==> src/rtl/cfgrb_pkg.sv <==
// Package: shared constants for the configuration readback controller.
// Assumes the control register is 8 bits wide. Bit positions are fixed
// here because software relies on them.
package cfgrb_pkg;
    localparam int CTL_W       = 8;
    localparam int SPM_EN_BIT  = 0;   // self-program enable
    localparam int RDCFG_BIT   = 3;   // read configuration request

    // Which configuration byte the pointer picks
    typedef enum logic [1:0] {
        SRC_FUSE_LO = 2'd0,
        SRC_LOCK    = 2'd1,
        SRC_FUSE_HI = 2'd2,
        SRC_NONE    = 2'd3
    } cfg_src_e;
endpackage

==> src/rtl/cfgrb_window.sv <==
// Arming window: holds the armed state and counts the cycles since the
// arming write. Assumes at most one control write per cycle. A write
// takes precedence over every clearing cause in the same cycle.
module cfgrb_window
    import cfgrb_pkg::*;
#(
    parameter int WIN_CYC = 3
) (
    input  logic             clk,
    input  logic             rst_n,
    input  logic             wr_en,
    input  logic [CTL_W-1:0] wr_data,
    input  logic             ld_strobe,
    input  logic             st_strobe,
    input  logic             ee_busy,
    output logic             armed
);
    localparam int CNT_W = $clog2(WIN_CYC + 1);
    localparam logic [CNT_W-1:0] LAST = CNT_W'(WIN_CYC - 1);

    logic             arm_req;
    logic [CNT_W-1:0] cnt_q;

    // Decode an arming request from the written value
    always_comb arm_req = wr_data[SPM_EN_BIT] && wr_data[RDCFG_BIT];

    // Armed flag and window counter update
    always_ff @(posedge clk) begin
        if (!rst_n) begin
            armed <= 1'b0;
            cnt_q <= '0;
        end else if (wr_en) begin
            armed <= arm_req && !ee_busy;
            cnt_q <= '0;
        end else if (armed) begin
            if (ee_busy || ld_strobe || st_strobe || cnt_q == LAST) begin
                armed <= 1'b0;
                cnt_q <= '0;
            end else begin
                cnt_q <= cnt_q + 1'b1;
            end
        end
    end


    win_bound_chk: assert property (@(posedge clk) disable iff (!rst_n)
        armed |-> (cnt_q < CNT_W'(WIN_CYC)));

    win_expire_chk: assert property (@(posedge clk) disable iff (!rst_n)
        (armed && cnt_q == LAST && !wr_en) |=> !armed);

    served_clear_chk: assert property (@(posedge clk) disable iff (!rst_n)
        (armed && ld_strobe && !wr_en) |=> !armed);

    store_clear_chk: assert property (@(posedge clk) disable iff (!rst_n)
        (armed && st_strobe && !wr_en) |=> !armed);

    busy_write_chk: assert property (@(posedge clk) disable iff (!rst_n)
        (wr_en && ee_busy) |=> !armed);
endmodule

==> src/rtl/cfgrb_mux.sv <==
// Configuration byte selector: decodes the pointer and assembles the
// chosen byte. Purely combinational. Assumes the lock bits fill the low
// positions of the lock byte and that every unused bit reads as
// unprogrammed (1).
module cfgrb_mux
    import cfgrb_pkg::*;
#(
    parameter int DATA_W = 8,
    parameter int PTR_W  = 16,
    parameter int LOCK_W = 2
) (
    input  logic [PTR_W-1:0]  zptr,
    input  logic [DATA_W-1:0] fuse_lo,
    input  logic [DATA_W-1:0] fuse_hi,
    input  logic [LOCK_W-1:0] lock_bits,
    output logic [DATA_W-1:0] cfg_byte
);
    logic [DATA_W-1:0] lock_byte;
    cfg_src_e          src;

    // Place the lock bits and pad the upper positions with ones
    for (genvar i = 0; i < DATA_W; i++) begin : g_lock
        if (i < LOCK_W) begin : g_bit
            assign lock_byte[i] = lock_bits[i];
        end else begin : g_pad
            assign lock_byte[i] = 1'b1;
        end
    end

    // Pointer decode
    always_comb begin
        if (zptr == PTR_W'(0))      src = SRC_FUSE_LO;
        else if (zptr == PTR_W'(1)) src = SRC_LOCK;
        else if (zptr == PTR_W'(3)) src = SRC_FUSE_HI;
        else                        src = SRC_NONE;
    end

    // Byte selection
    always_comb begin
        unique case (src)
            SRC_FUSE_LO: cfg_byte = fuse_lo;
            SRC_LOCK:    cfg_byte = lock_byte;
            SRC_FUSE_HI: cfg_byte = fuse_hi;
            default:     cfg_byte = {DATA_W{1'b1}};
        endcase
    end
endmodule

==> src/rtl/cfgrb_ctrl.sv <==
// Top: configuration readback controller. Routes a program-memory load
// to a configuration byte while the arming window is open, and to flash
// data otherwise. Assumes flash_rdata is valid in the cycle ld_strobe is
// high. The result is registered and appears one cycle after the load.
module cfgrb_ctrl
    import cfgrb_pkg::*;
#(
    parameter int DATA_W  = 8,
    parameter int PTR_W   = 16,
    parameter int LOCK_W  = 2,
    parameter int WIN_CYC = 3
) (
    input  logic              clk,
    input  logic              rst_n,
    input  logic              ctl_wr_en,
    input  logic [CTL_W-1:0]  ctl_wr_data,
    input  logic              ld_strobe,
    input  logic              st_strobe,
    input  logic [PTR_W-1:0]  zptr,
    input  logic              ee_busy,
    input  logic [DATA_W-1:0] fuse_lo,
    input  logic [DATA_W-1:0] fuse_hi,
    input  logic [LOCK_W-1:0] lock_bits,
    input  logic [DATA_W-1:0] flash_rdata,
    output logic [DATA_W-1:0] rd_data,
    output logic              cfg_sel
);
    logic              armed;
    logic              serve;
    logic [DATA_W-1:0] cfg_byte;

    cfgrb_window #(.WIN_CYC(WIN_CYC)) u_win (
        .clk       (clk),
        .rst_n     (rst_n),
        .wr_en     (ctl_wr_en),
        .wr_data   (ctl_wr_data),
        .ld_strobe (ld_strobe),
        .st_strobe (st_strobe),
        .ee_busy   (ee_busy),
        .armed     (armed)
    );

    cfgrb_mux #(.DATA_W(DATA_W), .PTR_W(PTR_W), .LOCK_W(LOCK_W)) u_mux (
        .zptr      (zptr),
        .fuse_lo   (fuse_lo),
        .fuse_hi   (fuse_hi),
        .lock_bits (lock_bits),
        .cfg_byte  (cfg_byte)
    );

    // A load is served from configuration when armed and the EEPROM is idle
    always_comb serve = ld_strobe && armed && !ee_busy;

    // Register the load result and the source flag
    always_ff @(posedge clk) begin
        if (!rst_n) begin
            rd_data <= '0;
            cfg_sel <= 1'b0;
        end else begin
            cfg_sel <= serve;
            if (ld_strobe) rd_data <= serve ? cfg_byte : flash_rdata;
        end
    end


    busy_block_chk: assert property (@(posedge clk) disable iff (!rst_n)
        ee_busy |=> !cfg_sel);

    sel_needs_load_chk: assert property (@(posedge clk) disable iff (!rst_n)
        cfg_sel |-> $past(ld_strobe));

    passthru_chk: assert property (@(posedge clk) disable iff (!rst_n)
        (ld_strobe && !armed) |=> (!cfg_sel && rd_data == $past(flash_rdata)));

    hold_chk: assert property (@(posedge clk) disable iff (!rst_n)
        !ld_strobe |=> $stable(rd_data));
endmodule

==> config.mk <==
export PLATFORM = sky130hd
export DESIGN_NAME = cfgrb_ctrl
export DESIGN_NICKNAME = d
export VERILOG_FILES = /design/src/rtl/cfgrb_pkg.sv /design/src/rtl/cfgrb_window.sv /design/src/rtl/cfgrb_mux.sv /design/src/rtl/cfgrb_ctrl.sv
export SDC_FILE = /design/constraint.sdc
export NUM_CORES = 1
export LEC_CHECK = 0
export ABC_AREA = 1
export BUFFER_PORTS_ARGS = -buffer_cell sky130_fd_sc_hd__buf_2
export CORE_MARGIN = 2
export CORE_UTILIZATION = 36
export DETAILED_ROUTE_END_ITERATION = 8
export GPL_ROUTABILITY_DRIVEN = 1
export PLACE_DENSITY = 0.77
export SYNTH_ARGS = -nofsm -noshare
export SYNTH_HDL_FRONTEND = slang
export SYNTH_HIERARCHICAL = 1
export SYNTH_SLANG_ARGS = --single-unit
export TNS_END_PERCENT = 5
==> constraint.sdc <==
create_clock -name clk -period 2.95 [get_ports clk]
set_input_delay 0.1475 -clock clk [delete_from_list [all_inputs] [get_ports clk]]
set_output_delay 0.1475 -clock clk [all_outputs]
set_load 0.01 [all_outputs]
* Yosys cells after proc, flatten, opt, wreduce, memory -nomap -nowiden
Index checks and enable logic that the tools add are counted.
** Storage, ports and cells
- Bits in read-only memories :: 0
- Bits in writable memories :: 0
- Memories kept :: 0
- Latch bits :: 0
- Output and inout port bits :: 9
- Bits of input ports :: 56
- Bits in registers :: 12
** Operators by class
- Add/sub/neg operators :: 1
- Multipliers :: 0
- Reductions and logical operators :: 11
- Equal/unequal tests :: 5
- Divide/modulo/power cells :: 0
- Shifts and indexed selects :: 0
- Bitwise operators :: 1
- Multiplexer cells :: 9
- Order comparisons :: 0
** Operators with widths (count)
- case mux 8 bit (3 select lines) :: 1
- equality test 16 x 1 -> 1 bit, second input constant :: 1
- equality test 16 x 2 -> 1 bit, second input constant :: 1
- logical NOT 16 bit :: 1
- 2-to-1 mux 8 bit :: 1
- 2-to-1 mux 2 bit :: 3
- equality test 2 bit, second input constant :: 2
- logical AND 1 bit :: 4
- 2-to-1 mux 1 bit :: 4
- logical OR 1 bit :: 3
- adder 2 x 1 -> 2 bit, second input constant :: 1
- equality test 2 x 1 -> 1 bit, second input constant :: 1
- logical NOT 2 bit :: 1
- OR reduction 2 bit :: 1
- logical NOT 1 bit :: 1
- NOT 1 bit :: 1

* Longest topological paths before layout
- Depth after elaboration :: 7
- Depth in mapped cells :: 12
- Gate-level depth less buffers :: 12

* Modules after synthesis
Netlist, hierarchy kept.
** Modules (own cells, without submodules)
- cfgrb_ctrl :: times used 1, cells each 73, area an instance 496.7 um2, seq. area each 180.2 um2
- cfgrb_mux :: times used 1, cells each 58, area an instance 274.0 um2, seq. area each 0.0 um2
- cfgrb_window :: times used 1, cells each 23, area an instance 162.7 um2, seq. area each 60.1 um2

* Worst setup path before layout
OpenSTA, ideal clock, no wires.
- Path type :: input -> register
- Start point :: input zptr[15]
- End point :: register rd_data[3]
- Arrival :: 1.029 ns
- Data required time :: 2.841 ns
- Setup time :: 0.109 ns
- Slack :: 1.812 ns
- Path buffers :: 0
- Stages on the path :: 10
- Cell sequence :: nor2_1 nand2_1 nor2_4 nand2_4 o21ai_1 nand2_1 nand4_1 nand3_1 nand2_1 inv_1
** On the way
- Cells in the longest elaborated chain, start to end :: 7
- Elaborated cells between the ends (all ways) :: 11
- Those cells by class :: 4 x eq/ne; 5 x mux; 2 x reduce/logical
** Ends and longest elaborated chain
- start: declaration :: RTL line cfgrb_ctrl.sv:19 : input logic [PTR_W-1:0] zptr,
- equality test 16 x 2 -> 1 bit :: RTL line cfgrb_mux.sv:34 : else if (zptr == PTR_W'(3)) src = SRC_FUSE_HI;
- 2-to-1 mux 1 bit :: RTL line cfgrb_mux.sv:34
- 2-to-1 mux 2 bit :: RTL line cfgrb_mux.sv:33 : else if (zptr == PTR_W'(1)) src = SRC_LOCK;
- 2-to-1 mux 2 bit (*) :: RTL line cfgrb_mux.sv:32 : if (zptr == PTR_W'(0)) src = SRC_FUSE_LO;
- equality test 2 bit, or another cell as far along :: RTL line cfgrb_mux.sv:40 : unique case (src)
- case mux 8 bit (3 select lines) (*) :: RTL line cfgrb_mux.sv:40
- net cfg_byte[3] :: RTL line cfgrb_ctrl.sv:30 : logic [DATA_W-1:0] cfg_byte;
- 2-to-1 mux 8 bit (*) :: RTL line cfgrb_ctrl.sv:61 : if (ld_strobe) rd_data <= serve ? cfg_byte : flash_rdata;
- end signal: assignment :: RTL line cfgrb_ctrl.sv:61
- end: declaration :: RTL line cfgrb_ctrl.sv:25 : output logic [DATA_W-1:0] rd_data,
The timed path passes the listed nets; every way through them passes the cells marked *.
A chain may end at the register's enable or synchronous reset.

* Worst setup path after layout
- Start point :: register u_win.armed
- End point :: register rd_data[2]
** On the way
- Cells in the longest elaborated chain, start to end :: 3
** Ends and longest elaborated chain
- start: declaration :: RTL line cfgrb_window.sv:16 : output logic armed
- start signal: assignment :: RTL line cfgrb_window.sv:33 : armed <= arm_req && !ee_busy;
- logical AND 1 bit (2 in series) :: RTL line cfgrb_ctrl.sv:52 : always_comb serve = ld_strobe && armed && !ee_busy;
- 2-to-1 mux 8 bit :: RTL line cfgrb_ctrl.sv:61
No other way between the ends.

==> results.json <==
{
  "cts_tree": "built",
  "antenna_found_initial": 0,
  "slew_headroom": 0.704,
  "multiInputGateArea_sq_um": 562,
  "maxCapViolCount": 0,
  "syn-cell-area_sq_um": 933,
  "hold_violations": 0,
  "netlist.area_leader.share": 0.257,
  "syn2layout_area_growth_pct": 32.4,
  "fin_crit_ns": 1.10,
  "dieWidth_microns": 54.9,
  "ir_worst_vdd_v": 0.000298,
  "cp.required_ns": 3.12,
  "rr_worst_depth": 5,
  "crit_path_end_kind": "flip-flop",
  "skew_ns": 0.00563,
  "critPathKind": "reg -> reg",
  "grt_max_degree": 27,
  "synth_most_common_cell": "nand2_1",
  "finalCritPeriodShare": 0.372,
  "setup_viol": 0,
  "grt_first_pass_wirelength_microns": 3310,
  "synth_top_cells_by_area": "dfxtp_1 (26%), nand2_1 (17%), nor2_1 (11%)",
  "vias_per_cell": 4.50,
  "overflow": 0,
  "synth_top_area_cell": "dfxtp_1",
  "final_cells": 241,
  "boundaryPins": 65,
  "initialDrtViolationCount": 30,
  "wl_microns": 2100,
  "syn-mean-instance-area_sq_um": 6.06,
  "tns_ns": 0,
  "vias": 1085,
  "filler_cell_count": 281,
  "worstHoldPathType": "in -> reg",
  "hold_slack_ns": 0.151,
  "tightest_slew_ns": 0.444,
  "ys_warn_count": 6,
  "wl_per_cell_microns": 8.71,
  "clock_tree.buffer_depth": 2,
  "antenna_cells": 0,
  "grt_usage": 0.153,
  "drv_slew": 0,
  "io_buffer_count": 58,
  "synth-edff-count": 0,
  "path_cells": "nand3_4, nand2_1, nand3_1, nand2_1, inv_1",
  "coreArea_sq_um": 2480,
  "dpl.cell_count": 238,
  "synth_commonest_cells": "nand2_1 (42), nor2_1 (28), inv_1 (18), nand3_1 (16), dfxtp_1 (12)",
  "async_reset_ff_frac": 0,
  "fmax_mhz": 911,
  "gp_congestion": 0.719,
  "synthDistinctLibCells": 22,
  "dieArea_sq_um": 3020,
  "critPathArrivalTime_ns": 1.27,
  "drtAntennaViolNets": 0,
  "cp_common_cell": "nand2_1",
  "worstSetupStartpointType": "flip-flop",
  "layout.nets": 270,
  "cts.repair.resized": 0,
  "regArea_sq_um": 240,
  "row_count": 18,
  "rsz0062_at_grt": "false",
  "cts_root_buffer": "clkbuf_4",
  "slowest_stage": "dfxtp_1",
  "firstDrtPassIters": 4,
  "synth_seq_cells": 12,
  "min_path_cells": 5,
  "cts_buffers": 3,
  "status": "finished clean",
  "post_cts_buffers": 0,
  "drive_gt1_frac": 0.355,
  "drc_errors": 0,
  "clk_pin_slew_ns": 0.07,
  "die_h_microns": 54.9,
  "ys_seq_area_frac": 0.257,
  "initial_core_util": 0.377,
  "clk_latency_ns": 0.27,
  "grt_pass1_vias": 922,
  "p_per_area_nw_per_um2": 289,
  "place_hpwl_microns": 1760,
  "p_leak_nw": 0.705,
  "path_max_fanout": 11,
  "cts.sinks": 12,
  "synthFlopType": "dfxtp_1",
  "critPathMaxStageDelay_ns": 0.55,
  "synth_fp_nets": 211,
  "holdBufCountCts": 0,
  "synth_cells": 154,
  "htreeDepth": 1
}
power breakdown:
group	internal, mW	switching (mW)	total, mW
clock network	0.0473	0.0530	0.100
logic	0.0411	0.0419	0.0830
registers	0.170	0.00410	0.174
total	0.258	0.0990	0.357
metal layers:
metal / vias to the layer above / GRT usage / share of wire
li1: 606 / - / -
met1: 442 / 0.163 / 0.43
met2: 33 / 0.274 / 0.48
met3: 4 / 0.0591 / 0.076
met4: 0 / 0.0528 / 0.0067
met5: - / 0 / 0
metrics by stage:
stage	cell area (sq um)	utilization	power (mW)	worst slack, ns
detailed placement	1210	0.490	0.262	1.56
global placement	1210	0.490	0.260	1.57
CTS	1240	0.499	0.361	1.85
floorplan	933	-	0.221	1.81
global route	1240	0.499	0.380	1.71
finish	1240	0.499	0.357	1.85
sequential cells by signal, summed over array words and instances (netlist names):
register and cells:
u_win/cnt_q 2, rd_data 8, u_win/armed 1, cfg_sel 1
cells in the final DEF (no fill, tap or decap):
| cell | Yosys | layout |
|---|---|---|
| a21oi_1 | 1 | 1 |
| clkinv_1 | 1 | 1 |
| nand3_1 | 16 | 16 |
| o21ai_1 | 6 | 6 |
| ha_1 | 1 | 1 |
| buf_2 | 0 | 58 |
| nor2_2 | 7 | 7 |
| o21ai_0 | 1 | 1 |
| inv_1 | 18 | 18 |
| clkbuf_4 | 0 | 3 |
| inv_2 | 1 | 1 |
| clkinv_4 | 1 | 1 |
| nor2_4 | 1 | 1 |
| dfxtp_1 | 12 | 12 |
| nand3_4 | 1 | 1 |
| nand2_1 | 42 | 42 |
| o21ai_2 | 1 | 1 |
| nor2_1 | 28 | 28 |
| nand4_1 | 10 | 10 |
| nand2_4 | 2 | 2 |
area by class of cell:
cell class / instances / share of cell area
Timing Repair Buffer: 58 / 0.235
Tap cell: 30 / 0.0304
Inverter: 21 / 0.0678
Sequential cell: 12 / 0.194
Multi-Input combinational cell: 117 / 0.454
Clock buffer: 3 / 0.0182
critical path: cells and delay by family, from the launching register on:
kind | cells | cell delay, ns
buffers and inverters | 1 | 0.03
and+or+nand+nor | 4 | 0.42
DFF | 1 | 0.55
path summary, 6_finish.rpt:
check / startpoint / end / slack [ns]
worst max-delay path: u_win/armed$_SDFF_PN0_ / rd_data[2]$_SDFFE_PN0P_ / 1.85
worst min-delay path: flash_rdata[6] / rd_data[6]$_SDFFE_PN0P_ / 0.15
worst max register to register: u_win/armed$_SDFF_PN0_ / rd_data[2]$_SDFFE_PN0P_ / 1.85
worst min register to register: u_win/cnt_q[1]$_SDFFE_PP0P_ / u_win/cnt_q[1]$_SDFFE_PP0P_ / 0.47
kinds of logic (layout without fill, tap and decap cells):
kind of cell | after synthesis | in the layout | synth area share
adders and majority gates | 1 | 1 | 0.0134
DFF | 12 | 12 | 0.257
AOI/OAI and AO/OA | 9 | 9 | 0.0523
buffers and inverters | 25 | 82 | 0.141
and+or+nand+nor | 107 | 107 | 0.536
Note: power is estimated with default switching activity, not from simulation.
